File: config.mk
export PLATFORM = sky130hd
export DESIGN_NAME = burst_col_seq
export DESIGN_NICKNAME = d
export VERILOG_FILES = /design/src/rtl/bcs_pkg.sv /design/src/rtl/bcs_mode_reg.sv /design/src/rtl/bcs_beat_ctrl.sv /design/src/rtl/bcs_addr_gen.sv /design/src/rtl/burst_col_seq.sv
export SDC_FILE = /design/constraint.sdc
export NUM_CORES = 1
export LEC_CHECK = 0
export BUFFER_PORTS_ARGS = -buffer_cell sky130_fd_sc_hd__buf_2
export CORE_MARGIN = 2
export CORE_UTILIZATION = 43
export DETAILED_ROUTE_END_ITERATION = 12
export PLACE_DENSITY = 0.73
export SYNTH_ARGS = -nofsm -noshare
export SYNTH_HDL_FRONTEND = slang
export SYNTH_SLANG_ARGS = --single-unit
File: constraint.sdc
create_clock -name clk -period 1.4 [get_ports clk]
set_clock_uncertainty 0.2 [all_clocks]
set_input_delay 0.07 -clock clk [delete_from_list [all_inputs] [get_ports clk]]
set_output_delay 0.07 -clock clk [all_outputs]
set_load 0.03 [all_outputs]
File: src/rtl/bcs_pkg.sv
package bcs_pkg;
   typedef enum logic [1:0] {
      CMD_NOP   = 2'd0,
      CMD_READ  = 2'd1,
      CMD_WRITE = 2'd2,
      CMD_PRE   = 2'd3
   } bcs_cmd_e;
endpackage

File: src/rtl/bcs_mode_reg.sv
module bcs_mode_reg #(
   parameter int MAX_LOG2 = 2,
   parameter int CODE_W   = 2
) (
   input  logic              clk,
   input  logic              rst_n,
   input  logic              load_req,
   input  logic              block,
   input  logic [CODE_W-1:0] code_in,
   input  logic              ilv_in,
   output logic [CODE_W-1:0] len_log2,
   output logic              ilv
);
   localparam logic [CODE_W-1:0] CODE_MAX = CODE_W'(MAX_LOG2);

   logic [CODE_W-1:0] code_clip;

   // out-of-range codes fold onto the longest burst at load time
   always_comb begin
      code_clip = (code_in > CODE_MAX) ? CODE_MAX : code_in;
   end

   always_ff @(posedge clk) begin
      if (!rst_n) begin
         len_log2 <= '0;
         ilv      <= 1'b0;
      end else if (load_req && !block) begin
         len_log2 <= code_clip;
         ilv      <= ilv_in;
      end
   end
endmodule

File: src/rtl/bcs_beat_ctrl.sv
module bcs_beat_ctrl
   import bcs_pkg::*;
#(
   parameter int COL_W  = 9,
   parameter int CNT_W  = 2,
   parameter int CODE_W = 2
) (
   input  logic              clk,
   input  logic              rst_n,
   input  bcs_cmd_e          cmd,
   input  logic [COL_W-1:0]  cmd_col,
   input  logic [CODE_W-1:0] len_log2,
   output logic              active,
   output logic [CNT_W-1:0]  cnt,
   output logic [COL_W-1:0]  start,
   output logic              is_wr,
   output logic              last
);
   logic [CNT_W-1:0] final_idx;
   logic             start_req;

   always_comb begin
      final_idx = CNT_W'((32'd1 << len_log2) - 32'd1);
      start_req = (cmd == CMD_READ) || (cmd == CMD_WRITE);
      last      = active && (cnt == final_idx);
   end

   always_ff @(posedge clk) begin
      if (!rst_n) begin
         active <= 1'b0;
         cnt    <= '0;
         start  <= '0;
         is_wr  <= 1'b0;
      end else if (start_req) begin
         // new command always wins, even mid-burst
         active <= 1'b1;
         cnt    <= '0;
         start  <= cmd_col;
         is_wr  <= (cmd == CMD_WRITE);
      end else if (cmd == CMD_PRE) begin
         active <= 1'b0;
         cnt    <= '0;
      end else if (active) begin
         if (last) begin
            active <= 1'b0;
            cnt    <= '0;
         end else begin
            cnt <= cnt + CNT_W'(1);
         end
      end
   end
endmodule

File: src/rtl/bcs_addr_gen.sv
module bcs_addr_gen #(
   parameter int COL_W  = 9,
   parameter int CNT_W  = 2,
   parameter int CODE_W = 2
) (
   input  logic [COL_W-1:0]  start,
   input  logic [CNT_W-1:0]  cnt,
   input  logic [CODE_W-1:0] len_log2,
   input  logic              ilv,
   output logic [COL_W-1:0]  col
);
   logic [CNT_W-1:0] wrap_mask;
   logic [CNT_W-1:0] seq_low;
   logic [CNT_W-1:0] ilv_low;
   logic [CNT_W-1:0] pick_low;

   always_comb begin
      wrap_mask = CNT_W'((32'd1 << len_log2) - 32'd1);
      seq_low   = start[CNT_W-1:0] + cnt;
      ilv_low   = start[CNT_W-1:0] ^ cnt;
      pick_low  = ilv ? ilv_low : seq_low;
   end

   for (genvar i = 0; i < CNT_W; i++) begin : g_low
      assign col[i] = wrap_mask[i] ? pick_low[i] : start[i];
   end

   if (COL_W > CNT_W) begin : g_high
      assign col[COL_W-1:CNT_W] = start[COL_W-1:CNT_W];
   end
endmodule

File: src/rtl/burst_col_seq.sv
module burst_col_seq
   import bcs_pkg::*;
#(
   parameter  int COL_W    = 9,
   parameter  int MAX_LOG2 = 2,
   localparam int CODE_W   = $clog2(MAX_LOG2 + 1),
   localparam int CNT_W    = MAX_LOG2
) (
   input  logic              clk,
   input  logic              rst_n,
   input  logic              mode_load,
   input  logic [CODE_W-1:0] mode_len,
   input  logic              mode_ilv,
   input  logic [1:0]        cmd,
   input  logic [COL_W-1:0]  cmd_col,
   output logic [COL_W-1:0]  col_out,
   output logic              col_valid,
   output logic              col_last,
   output logic              col_is_wr,
   output logic              idle
);
   if (MAX_LOG2 < 1) begin : g_bad_len
      $error("burst_col_seq: MAX_LOG2 must be at least 1");
   end
   if (COL_W <= MAX_LOG2) begin : g_bad_col
      $error("burst_col_seq: COL_W must exceed MAX_LOG2");
   end

   bcs_cmd_e          cmd_e;
   logic [CODE_W-1:0] len_q;
   logic              ilv_q;
   logic              active;
   logic [CNT_W-1:0]  cnt;
   logic [COL_W-1:0]  start;
   logic              mode_block;

   always_comb begin
      cmd_e      = bcs_cmd_e'(cmd);
      mode_block = active || (cmd_e == CMD_READ) || (cmd_e == CMD_WRITE);
   end

   bcs_mode_reg #(.MAX_LOG2(MAX_LOG2), .CODE_W(CODE_W)) u_mode (
      .clk      (clk),
      .rst_n    (rst_n),
      .load_req (mode_load),
      .block    (mode_block),
      .code_in  (mode_len),
      .ilv_in   (mode_ilv),
      .len_log2 (len_q),
      .ilv      (ilv_q)
   );

   bcs_beat_ctrl #(.COL_W(COL_W), .CNT_W(CNT_W), .CODE_W(CODE_W)) u_beat (
      .clk      (clk),
      .rst_n    (rst_n),
      .cmd      (cmd_e),
      .cmd_col  (cmd_col),
      .len_log2 (len_q),
      .active   (active),
      .cnt      (cnt),
      .start    (start),
      .is_wr    (col_is_wr),
      .last     (col_last)
   );

   bcs_addr_gen #(.COL_W(COL_W), .CNT_W(CNT_W), .CODE_W(CODE_W)) u_addr (
      .start    (start),
      .cnt      (cnt),
      .len_log2 (len_q),
      .ilv      (ilv_q),
      .col      (col_out)
   );

   assign col_valid = active;
   assign idle      = !active;
endmodule

# Yosys cells after proc, flatten, opt, wreduce, memory -nomap -nowiden
# Cells that the tools add are included.
# totals
regBits	16
in_bits	17
output_inout_bits	13
elab_cells	34
# classes
n_addsub	3
n_lt_le_gt_ge	1
eq_ne	4
shift	1
n_mux	9
bitwise	2
reduce_logical	8
# ops
cell	count
$mux 1	6
$mux 2	3
$eq 2x2->1 const B	2
$logic_or 1x1->1	3
$reduce_or 3->1	1
$add 2x1->2 const B	1
$add 2x2->2	1
$eq 2x1->1 const B	1
$eq 2x2->1	1
$gt 2x2->1 const B	1
$logic_and 1x1->1	2
$logic_not 1->1	2
$shl 1x2->2 const A	1
$sub 2x1->2 const B	1
$xor 2x2->2	1
$not 1->1	1

# Depth between registers and ports, before layout
# Gate-level depths: netlist (run 1).
# depth
word_depth	8
depth_mapped	5
ltp_nobuf	5

# Hierarchy
# From an unflattened synthesis (run 1), not the netlist that was laid out.
# unflattened
hier_cells	86
area_unflattened_um2	819.5
# by_module_without_submodules
module	n_inst	cells_each	area_each_um2	seq_area_each_um2
bcs_beat_ctrl	1	57	558.0	260.2
bcs_mode_reg	1	11	128.9	60.1
bcs_addr_gen	1	15	116.4	0.0
burst_col_seq	1	3	16.3	0.0

# Least setup slack after synthesis (run 1)
# Ideal clock, no wire load.
# synth_path
path_type	reg2out
from	reg u_beat.active
to	out col_last
arrival_time_ns	1.354
t_required_ns	1.130
path_slack_ns	-0.224
stages_incl_launch_ff	3
n_path_buf	0
cell_sequence	dfxtp_1 -> inv_1 -> nor2_1
# synth_between
elab_chain_len	1
# synth_lines
item	line_no	text
start: declaration	bcs_beat_ctrl.sv:13	output logic active,
start signal: assignment	bcs_beat_ctrl.sv:30	active <= 1'b0;
start signal: assignment	bcs_beat_ctrl.sv:36	active <= 1'b1;
start signal: assignment	bcs_beat_ctrl.sv:41	active <= 1'b0;
$logic_and 1x1->1	bcs_beat_ctrl.sv:25	last = active && (cnt == final_idx);
end: declaration	burst_col_seq.sv:18	output logic col_last,
# Every way passes these cells.

# Worst setup path after layout (run 1)
# layout_path
from	reg u_beat.cnt[0]
to	out col_out[1]
# layout_between
elab_chain_len	3
# layout_lines
item	line_no	text
start: declaration	bcs_beat_ctrl.sv:14	output logic [CNT_W-1:0] cnt,
start signal: assignment	bcs_beat_ctrl.sv:48	cnt <= cnt + CNT_W'(1);
$add 2x2->2	bcs_addr_gen.sv:19	seq_low = start[CNT_W-1:0] + cnt;
$mux 2	bcs_addr_gen.sv:21	pick_low = ilv ? ilv_low : seq_low;
$mux 1	bcs_addr_gen.sv:25	assign col[i] = wrap_mask[i] ? pick_low[i] : start[i];
end: declaration	burst_col_seq.sv:16	output logic [COL_W-1:0] col_out,
# Every way passes these cells.

==> results of run 1 <==
[critical path: stages (launching register included)]
cell and delay, ns:
dfxtp_4 0.38, ha_4 0.16, nor2b_4 0.12, o21ai_2 0.17, xor2_2 0.16, buf_6 0.14
[final cells by class]
class | instances | area share, %
Clock buffer | 4 | 2.78
Inverter | 4 | 1.15
Multi-Input combinational cell | 55 | 39.5
Sequential cell | 16 | 25.4
Tap cell | 27 | 2.59
Timing Repair Buffer | 52 | 28.5
[placed cells by master, fill, tap and decap left out, drive strengths merged, types with 2 or more instances in the layout]
master	Yosys	final
nor2	3	3
dfxtp	16	16
nand2	3	3
ha	4	4
buf	9	38
clkbuf	1	4
dlygate4sd3	0	14
nand3b	2	2
mux2i	13	13
nand2b	2	2
inv	4	4
nor2b	13	13
[cell usage after synthesis (2+ instances only)]
| cell | instances |
|---|---|
| ha_1 | 4 |
| buf_4 | 7 |
| buf_2 | 2 |
| nor2b_1 | 13 |
| mux2i_1 | 13 |
| nor2_1 | 3 |
| nand2b_1 | 2 |
| nand3b_1 | 2 |
| nand2_1 | 3 |
| dfxtp_1 | 16 |
| inv_1 | 4 |
[kinds of logic (layout without fill, tap and decap cells)]
| logic type | Yosys count | count (layout) | synth area share [%] |
|---|---|---|---|
| AO/OA/AOI/OAI | 6 | 6 | 5.14 |
| XOR/XNOR | 1 | 1 | 1.03 |
| adder cells (fa/ha/maj) | 4 | 4 | 5.87 |
| buffers and inverters | 14 | 60 | 9.54 |
| flip-flops | 16 | 16 | 37.6 |
| multiplexers | 14 | 14 | 16.6 |
| AND/OR/NAND/NOR | 30 | 30 | 24.2 |
[metal layers]
metal  routed length, um  up-vias  part of all wire [%]  track usage (%)
li1                    -      371                     -                -
met1                 812      345                    41             17.8
met2                1060       20                    54             36.3
met5                   0        -                     0                0
met3                  91        0                   4.6             4.94
met4                   0        0                     0             1.43
[state kept, by name (all words and copies together) (netlist names)]
name / count
u_beat.start: 9
u_beat.is_wr: 1
u_mode.ilv: 1
u_beat.active: 1
u_mode.len_log2: 2
u_beat.cnt: 2
[report_power, final]
part           total [mW]  switching, mW  internal (mW)  leakage, nW
Clock               0.309          0.151          0.158       0.0210
Combinational       0.303          0.149          0.154        0.437
Sequential          0.508         0.0262          0.482        0.134
Total                1.12          0.325          0.794        0.592
[repair_timing]
action / CTS / global route
hold buffers: 14 / 0
hold endpoints to repair: 16 / 0
setup endpoints to repair: 3 / 6
gates resized for setup: 20 / 0
pin swaps: 4 / 2
buffers inserted: 2 / 0
[worst max path at each step]
stage / depth (start not counted) / from / end / slack [ns]
floorplan: 4 / u_beat.cnt[0]$_SDFFE_PP0P_ / col_out[1] / 0.002
CTS: 5 / u_beat.cnt[0]$_SDFFE_PP0P_ / col_out[1] / -0.29
global route: 5 / u_beat.cnt[0]$_SDFFE_PP0P_ / col_out[1] / -0.34
finish: 5 / u_beat.cnt[0]$_SDFFE_PP0P_ / col_out[1] / -0.28
detailed placement: 6 / cmd[0] / u_mode.ilv$_SDFFE_PN0P_ / -0.07
global placement: 5 / u_beat.cnt[0]$_SDFFE_PP0P_ / col_out[1] / -0.03
==> metrics.md, run 1 <==
| Metric | Value |
|---|---|
| Peak VDD IR | 657 uV |
| DRT Pass-1 Iters | 3 |
| CTS Buf Count | 3 |
| WP data arrival | 1.41 ns |
| Placer congestion estimate | 0.790 |
| Core ar. | 1920 um2 |
| FF+latch area | 332 um2 |
| Worst hold-check path type | input port to flop |
| Yosys top cell by area | dfxtp_1 |
| Leak | 0.592 nW |
| Routed len/inst | 12.4 um |
| Total power | 1.12 mW |
| Hold_ws | 0.0553 ns |
| Final nets | 153 |
| Crit. End Element | primary output |
| Hold depth | 4 |
| Synth async-reset ratio | 0% |
| Setup ws final | -0.283 ns |
| First-pass GRT wire length | 3210 um |
| Worst slack at placement | -0.0684 ns |
| Fraction of layout cells with a size suffix above 1 | 44.3% |
| Setup slack, reg-to-reg | 0.08 ns |
| Finish-stage setup viols | 3 |
| # H-tree levels | 1 |
| Mean area per synthesized cell | 10.0 um2 |
| Placed cell area | 1040 um2 |
| Final cell count without fillers | 158 |
| Kind of critical path | flop to primary output |
| Min Tclk post-route | 1.68 ns |
| DIE WIDTH | 48.5 um |
| RR Startpoint | u_beat.cnt[0]$_SDFFE_PP0P_ |
| Grt ovf | 0 |
| Pin count of the biggest net entering global routing | 16 |
| Initial antenna violation count | 0 |
| Syn. warnings | 0 |
| #FFs+latches synth | 16 |
| Final WL | 1970 um |
| DP Cell Count | 138 |
| Worst setup SP type | flop |
| Cell Pwr Density | 859 nW/um2 |
| Hpwl dp | 1240 um |
| Drt drc | 0 |
| Failing checks | negative setup slack |
| Max-Cap Viols | 0 |
| Area grow syn2layout | 53.0% |
| Ant diodes | 0 |
| Max clock buf depth | 2 |
| GRT Util Overall | 17.6% |
| Full die area | 2350 um2 |
| I/O Buffers | 29 |
| Synth Net Count | 106 |
| Seq/Total Area, Yosys | 37.6% |
| Root Buffer | clkbuf_4 |
| Via count | 736 |
| Worst Tran Pin Value | 0.327 ns |
| Post-synth top area share | 37.6% |
| Worst reg2reg path depth | 3 |
| WP data required | 1.13 ns |
| Die Y | 48.5 um |
| Final worst-path cycle share | 120% |
| Clock sink count | 16 |
| Max-slew headroom | 78.1% |
| Initial Util | 44.3% |
| Vias/cell | 4.66 |
| Count of final hold-check violations | 0 |
| Rows | 16 |
| CTS tree | done |
| Status | finished, violations left |
| Top cells by area, synth | dfxtp_1 (38%), mux2i_1 (15%), nor2b_1 (9.5%) |
| Post-layout util | 67.8% |
| Fin Setup TNS | -0.692 ns |
| Worst-skew pair later-pin latency | 0.29 ns |
| Starting DRT DRC Count | 3 |
| Worst flop-to-flop path endpoint | u_beat.active$_SDFF_PN0_ |
| Io pins | 30 |
| Hold path endpoint | u_beat.cnt[1]$_SDFFE_PP0P_ |
| Max Freq | 594 MHz |
| HP Start | cmd[1] |
| ANT nets after route | 0 |
| Yosys cell types | 27 |
| Worst-path clk slew | 0.10 ns |
| RSZ-0062 raised after global routing | yes |
| EDFF count, synth | 0 |
| Slew Limit Fails | 0 |
| Multi-input gate area | 515 um2 |
| Cells after synthesis | 85 |
| Ys flop type | dfxtp_1 |
| Finished Cell Area | 1300 um2 |
| Max FO, Critical Path | 5 |
| Vias in the first global route | 755 |
| Synthesized cell area | 852 um2 |
| Fillers | 160 |
(Power assumes the default switching activity.)
==> inputs of run 2 (changes only) <==
Settings changed: CORE_UTILIZATION 43 to 45.
Clock period 1.4 ns to 1.7 ns, I/O delays scaled along.
==> run 2 against run 1 <==
Effect of this change:
- the flow now finishes without violations
- cell area up 1.5%
- total power decreased by 17%
- sequential share of layout area decreased by 0.57 points
- clock-buffer cell count unchanged
- largest power group unchanged
- non-clock buffer count increased by 3
- largest cell class unchanged
==> metrics.md, run 2 (same netlist as run 1, synthesis figures left out) <==
| Metric | Value |
|---|---|
| Worst slack at placement | 0.163 ns (+0.231 ns) |
| Final cell count without fillers | 159 (+0.63%) |
| Fillers | 134 (-16%) |
| Max-slew headroom | 75.9% (-2.2 points) |
| Routed len/inst | 13.6 um (+9.1%) |
| Worst-path clk slew | 0.10 ns (about the same) |
| Max Freq | 591 MHz |
| Grt ovf | 0 (unchanged) |
| Min Tclk post-route | 1.69 ns |
| Peak VDD IR | 660 uV (+0.40%) |
| Finish-stage setup viols | 0 (-3) |
| Hpwl dp | 1180 um (-4.6%) |
| Setup ws final | 0.00688 ns (+0.290 ns) |
| Starting DRT DRC Count | 6 (+3) |
| Pin count of the biggest net entering global routing | 16 (unchanged) |
| Cell Pwr Density | 704 nW/um2 (-18%) |
| Worst setup SP type | flop |
| First-pass GRT wire length | 3180 um (-0.87%) |
| Final WL | 2160 um (+9.8%) |
| Top flop regs | u_beat.start (9), u_beat.cnt (2), u_mode.len_log2 (2) |
| Io pins | 30 (unchanged) |
| Fraction of layout cells with a size suffix above 1 | 38.8% (-5.5 points) |
| I/O Buffers | 29 (unchanged) |
| CTS Buf Count | 3 (unchanged) |
| # H-tree levels | 1 (unchanged) |
| Kind of critical path | flop to primary output |
| Fin Setup TNS | 0 ns (+0.692 ns) |
| Worst path max stage delay | 0.38 ns (about the same) |
| Slew Limit Fails | 0 (unchanged) |
| Final worst-path cycle share | 99.6% |
| RSZ-0062 raised after global routing | yes |
| Max FO, Critical Path | 4 (-1) |
| Status | finished clean |
| Vias/cell | 4.85 (+4.1%) |
| Crit. End Element | primary output |
| Ant diodes | 0 (unchanged) |
| WP data required | 1.41 ns (+0.28 ns) |
| Initial antenna violation count | 0 (unchanged) |
| Via count | 771 (+4.8%) |
| Worst-skew pair later-pin latency | 0.29 ns (about the same) |
| DRT Pass-1 Iters | 4 (+1) |
| Max clock buf depth | 2 (unchanged) |
| Rows | 15 (-1) |
| Vias in the first global route | 737 (-2.4%) |
| Die Y | 47.5 um (-2.1%) |
| Hold_ws | 0.0320 ns (-0.0233 ns) |
| CTS tree | done |
| Full die area | 2260 um2 (-4.1%) |
| Worst Tran Pin Value | 0.360 ns (+0.0329 ns) |
| Drt drc | 0 (unchanged) |
| Count of final hold-check violations | 0 (unchanged) |
| Worst hold-check path type | input port to flop |
| DIE WIDTH | 47.5 um (-2.1%) |
| Most frequent cells in the layout | buf_2 (27), dlygate4sd3_1 (22), mux2i_1 (13) |
| Commonest non-fill, non-tap cell in the layout | buf_2 |
| Cells along the critical path | ha_4 > nor2b_4 > o21ai_2 > xor2_1 > buf_4 |
| WP data arrival | 1.41 ns (about the same) |
| CP max-delay cell | dfxtp_4 |
| Final nets | 156 (+2.0%) |
| Leak | 0.605 nW (+2.2%) |
| Clock sink count | 16 (unchanged) |
| GRT Util Overall | 20.8% (+3.2 points) |
| ANT nets after route | 0 (unchanged) |
| Max FFs per register | 9 (unchanged) |
| Area grow syn2layout | 55.4% |
| DP Cell Count | 131 (-5.1%) |
| Placer congestion estimate | 0.814 (+3.0%) |
| Most flops, register | u_beat.start |
| Core ar. | 1750 um2 (-9.2%) |
| Initial Util | 48.8% (+4.5 points) |
| Root Buffer | clkbuf_4 |
| Max-Cap Viols | 0 (unchanged) |
## run 2: cell count changes in the layout (fill, tap and decap cells not counted), moves of 2 or more
cell,delta
dlygate4sd3_1,+8
buf_4,-3
buf_6,-3
nor2_1,+2
## run 2: worst max-delay path, delay by kind of cell (launching register included)
family | cells | cell delay (ns)
buf+inv | 1 | 0.17
compound gates | 1 | 0.14
simple gates | 1 | 0.12
flops | 1 | 0.38
fa+ha+maj | 1 | 0.16
xor+xnor | 1 | 0.15
## run 2: where the power goes
part           switching, mW  internal, mW
Sequential            0.0238         0.398
Combinational          0.125         0.133
Clock                  0.122         0.130
## run 2: area by class of cell
class / count / area, um2 / area share [%]
multi-input combinational: 55 / 512 / 38.7
timing repair buffer: 55 / 400 / 30.2
tap: 25 / 31.3 / 2.36
inverter: 4 / 15.0 / 1.13
clock buffer: 4 / 36.3 / 2.74
sequential: 16 / 329 / 24.9
## run 2: routing by layer
metal / global-route usage (%) / routed length, um
met3: 7.55 / 105
met1: 23.1 / 805
met4: 9.44 / 43
met5: 0 / 0
met2: 35.4 / 1210
## run 2: worst paths after layout
| kind | startpoint | endpoint | slack, ns | cells after the start |
|---|---|---|---|---|
| worst max-delay path | u_beat.cnt[0]$_SDFFE_PP0P_ | col_out[1] | 0.007 | 5 |
| worst min-delay path | mode_load | u_mode.len_log2[0]$_SDFFE_PN0P_ | 0.03 | 4 |
| worst max register to register | u_beat.cnt[0]$_SDFFE_PP0P_ | u_beat.active$_SDFF_PN0_ | 0.24 | 4 |
| worst min register to register | u_beat.is_wr$_SDFFE_PN0P_ | u_beat.is_wr$_SDFFE_PN0P_ | 0.34 | 2 |
## run 2: repair_timing
| item | 4_1_cts | 5_1_grt |
|---|---|---|
| endpoints found under the hold margin | 16 | 0 |
| gates resized for setup | 8 | 13 |
| hold buffers | 22 | 0 |
| buffers inserted | 2 | 0 |
| pin swaps | 3 | 5 |
| endpoints found under the setup margin | 3 | 8 |
## run 2: through the flow
step | cell area, um2 | util (%) | power [mW]
global route | 1320 | 75.8 | 0.976
detailed placement | 977 | 56.0 | 0.621
finish | 1320 | 75.8 | 0.931
global placement | 977 | 56.0 | 0.617
CTS | 1270 | 72.8 | 0.921
floorplan | 852 | - | 0.575
==> inputs of run 3 (changes only) <==
Settings changed: MAX_ROUTING_LAYER set to met4.
==> run 3 against run 2 <==
Effect of this change:
- hold slack worse by 0.0093 ns
- flip-flop and latch count unchanged
- utilization unchanged
- first-iteration DRC count unchanged
- via count up 0.39%
- combinational power about the same
- largest cell class unchanged
- highest routed layer unchanged
==> metrics.md, run 3 (same netlist as run 1, synthesis figures left out) <==
| Metric | Value |
|---|---|
| Status | finished clean |
| Max clock buf depth | 2 (unchanged) |
| Fillers | 134 (unchanged) |
| Hpwl dp | 1180 um (unchanged) |
| Vias in the first global route | 737 (unchanged) |
| Die Y | 47.5 um (unchanged) |
| Placer congestion estimate | 0.826 (+1.5%) |
| Drt drc | 0 (unchanged) |
| Count of final hold-check violations | 0 (unchanged) |
| WP data required | 1.41 ns (about the same) |
| Placed cell area | 977 um2 (unchanged) |
| Via count | 774 (+0.39%) |
| Max-Cap Viols | 0 (unchanged) |
| Hold_ws | 0.0228 ns (-0.00927 ns) |
| Io pins | 30 (unchanged) |
| GRT Util Overall | 21.5% (+0.67 points) |
| WP data arrival | 1.41 ns (about the same) |
| Worst Tran Pin Value | 0.355 ns (-0.00447 ns) |
| Starting DRT DRC Count | 6 (unchanged) |
| Initial Util | 48.8% (unchanged) |
| CP top delay family | flip-flops |
| Cells along the critical path | ha_4 > nor2b_4 > o21ai_2 > xor2_1 > buf_4 |
| Crit. End Element | primary output |
| Rows | 15 (unchanged) |
| Grt ovf | 0 (unchanged) |
| Most flops, register | u_beat.start |
| Multi-input gate area | 512 um2 (unchanged) |
| Commonest non-fill, non-tap cell in the layout | buf_2 |
| Finished Cell Area | 1320 um2 (unchanged) |
| Top flop regs | u_beat.start (9), u_beat.cnt (2), u_mode.len_log2 (2) |
| # H-tree levels | 1 (unchanged) |
| Max Freq | 589 MHz (-0.35%) |
| Clock sink count | 16 (unchanged) |
| RSZ-0062 raised after global routing | yes |
| Worst-path clk slew | 0.10 ns (about the same) |
| Root Buffer | clkbuf_4 |
| Kind of critical path | flop to primary output |
| First-pass GRT wire length | 3190 um (+0.22%) |
| Final nets | 156 (unchanged) |
| Max-slew headroom | 76.2% (+0.30 points) |
| Ant diodes | 0 (unchanged) |
| Fraction of layout cells with a size suffix above 1 | 38.8% (unchanged) |
| Leak | 0.605 nW (unchanged) |
| Core ar. | 1750 um2 (unchanged) |
| Full die area | 2260 um2 (unchanged) |
| Vias/cell | 4.87 (+0.39%) |
| Final worst-path cycle share | 99.9% (+0.35 points) |
| Final WL | 2180 um (+0.74%) |
| Worst path max stage delay | 0.38 ns (about the same) |
| I/O Buffers | 29 (unchanged) |
| Most frequent cells in the layout | buf_2 (27), dlygate4sd3_1 (22), mux2i_1 (13) |
| DRT Pass-1 Iters | 4 (unchanged) |
| DIE WIDTH | 47.5 um (unchanged) |
| Worst Path Buf+Inv | 1 (unchanged) |
| Peak VDD IR | 661 uV (+0.13%) |
| Min Tclk post-route | 1.70 ns (+0.00587 ns) |
| Worst setup SP type | flop |
| Initial antenna violation count | 0 (unchanged) |
| Finish-stage setup viols | 0 (unchanged) |
| CTS tree | done |
| Pin count of the biggest net entering global routing | 16 (unchanged) |
| Slew Limit Fails | 0 (unchanged) |
| Cell Pwr Density | 706 nW/um2 (+0.42%) |
| Max FFs per register | 9 (unchanged) |
| CTS Buf Count | 3 (unchanged) |
| Worst-skew pair later-pin latency | 0.30 ns (about the same) |
| CP max-delay cell | dfxtp_4 |
| ANT nets after route | 0 (unchanged) |
| Area grow syn2layout | 55.4% (unchanged) |
| Worst hold-check path type | input port to flop |
| FF+latch area | 329 um2 (unchanged) |
| Routed len/inst | 13.7 um (+0.74%) |
| Max FO, Critical Path | 4 (unchanged) |
[run 3: layout make-up]
type                            count  area share (%)
Timing Repair Buffer               55            30.2
Clock buffer                        4            2.74
Sequential cell                    16            24.9
Multi-Input combinational cell     55            38.7
Tap cell                           25            2.36
Inverter                            4            1.13
[run 3: timing repair]
item | CTS | global route
endpoints found under the hold margin | 16 | 0
endpoints found under the setup margin | 3 | 8
setup buffers | 2 | 0
hold buffers | 22 | 0
pin swaps | 3 | 5
resized for setup | 8 | 13
[run 3: per-stage QoR]
stage / total power, mW / std cells / setup slack, ns / util, % / setup TNS (ns)
2_1_floorplan: 0.575 / 85 / 0.0614 / - / 0
5_1_grt: 0.975 / 159 / -0.0671 / 75.8 / -0.0834
6_report: 0.935 / 159 / 0.00100 / 75.8 / 0
3_5_place_dp: 0.621 / 131 / 0.163 / 56.0 / 0
3_3_place_gp: 0.617 / 131 / 0.203 / 56.0 / 0
4_1_cts: 0.921 / 159 / -0.0189 / 72.8 / -0.0357
[run 3: where the power goes]
| group | total, mW | internal [mW] | switching [mW] |
|---|---|---|---|
| sequential | 0.421 | 0.398 | 0.0239 |
| clock | 0.256 | 0.131 | 0.125 |
| combinational | 0.258 | 0.133 | 0.125 |
| total | 0.935 | 0.661 | 0.274 |
[run 3: path summary, 6_finish.rpt]
kind / startpoint / endpoint / slack, ns / cells past startpoint
setup / recovery: u_beat.cnt[0]$_SDFFE_PP0P_ / col_out[1] / 0.001 / 5
hold / removal: mode_load / u_mode.len_log2[0]$_SDFFE_PN0P_ / 0.02 / 4
setup reg to reg: u_beat.start[7]$_SDFFE_PN0P_ / u_beat.start[7]$_SDFFE_PN0P_ / 0.24 / 3
hold reg to reg: u_beat.is_wr$_SDFFE_PN0P_ / u_beat.is_wr$_SDFFE_PN0P_ / 0.34 / 2
[run 3: worst register-to-register path: cells and delay by family, from the launching register on]
family	cells	cell delay (ns)
buffers and inverters	1	0.57
flip-flops	1	0.35
multiplexers	1	0.17
AND/OR/NAND/NOR	1	0.07
[run 3: routing by layer]
metal / global-route usage, % / up-vias / share of wire (%) / wire length [um]
met2: 35.4 / 25 / 56 / 1210
met1: 23.3 / 361 / 38 / 818
met4: 9.44 / 0 / 2.3 / 51
met5: - / - / 0 / 0
li1: - / 380 / - / -
met3: 7.17 / 8 / 4.3 / 93
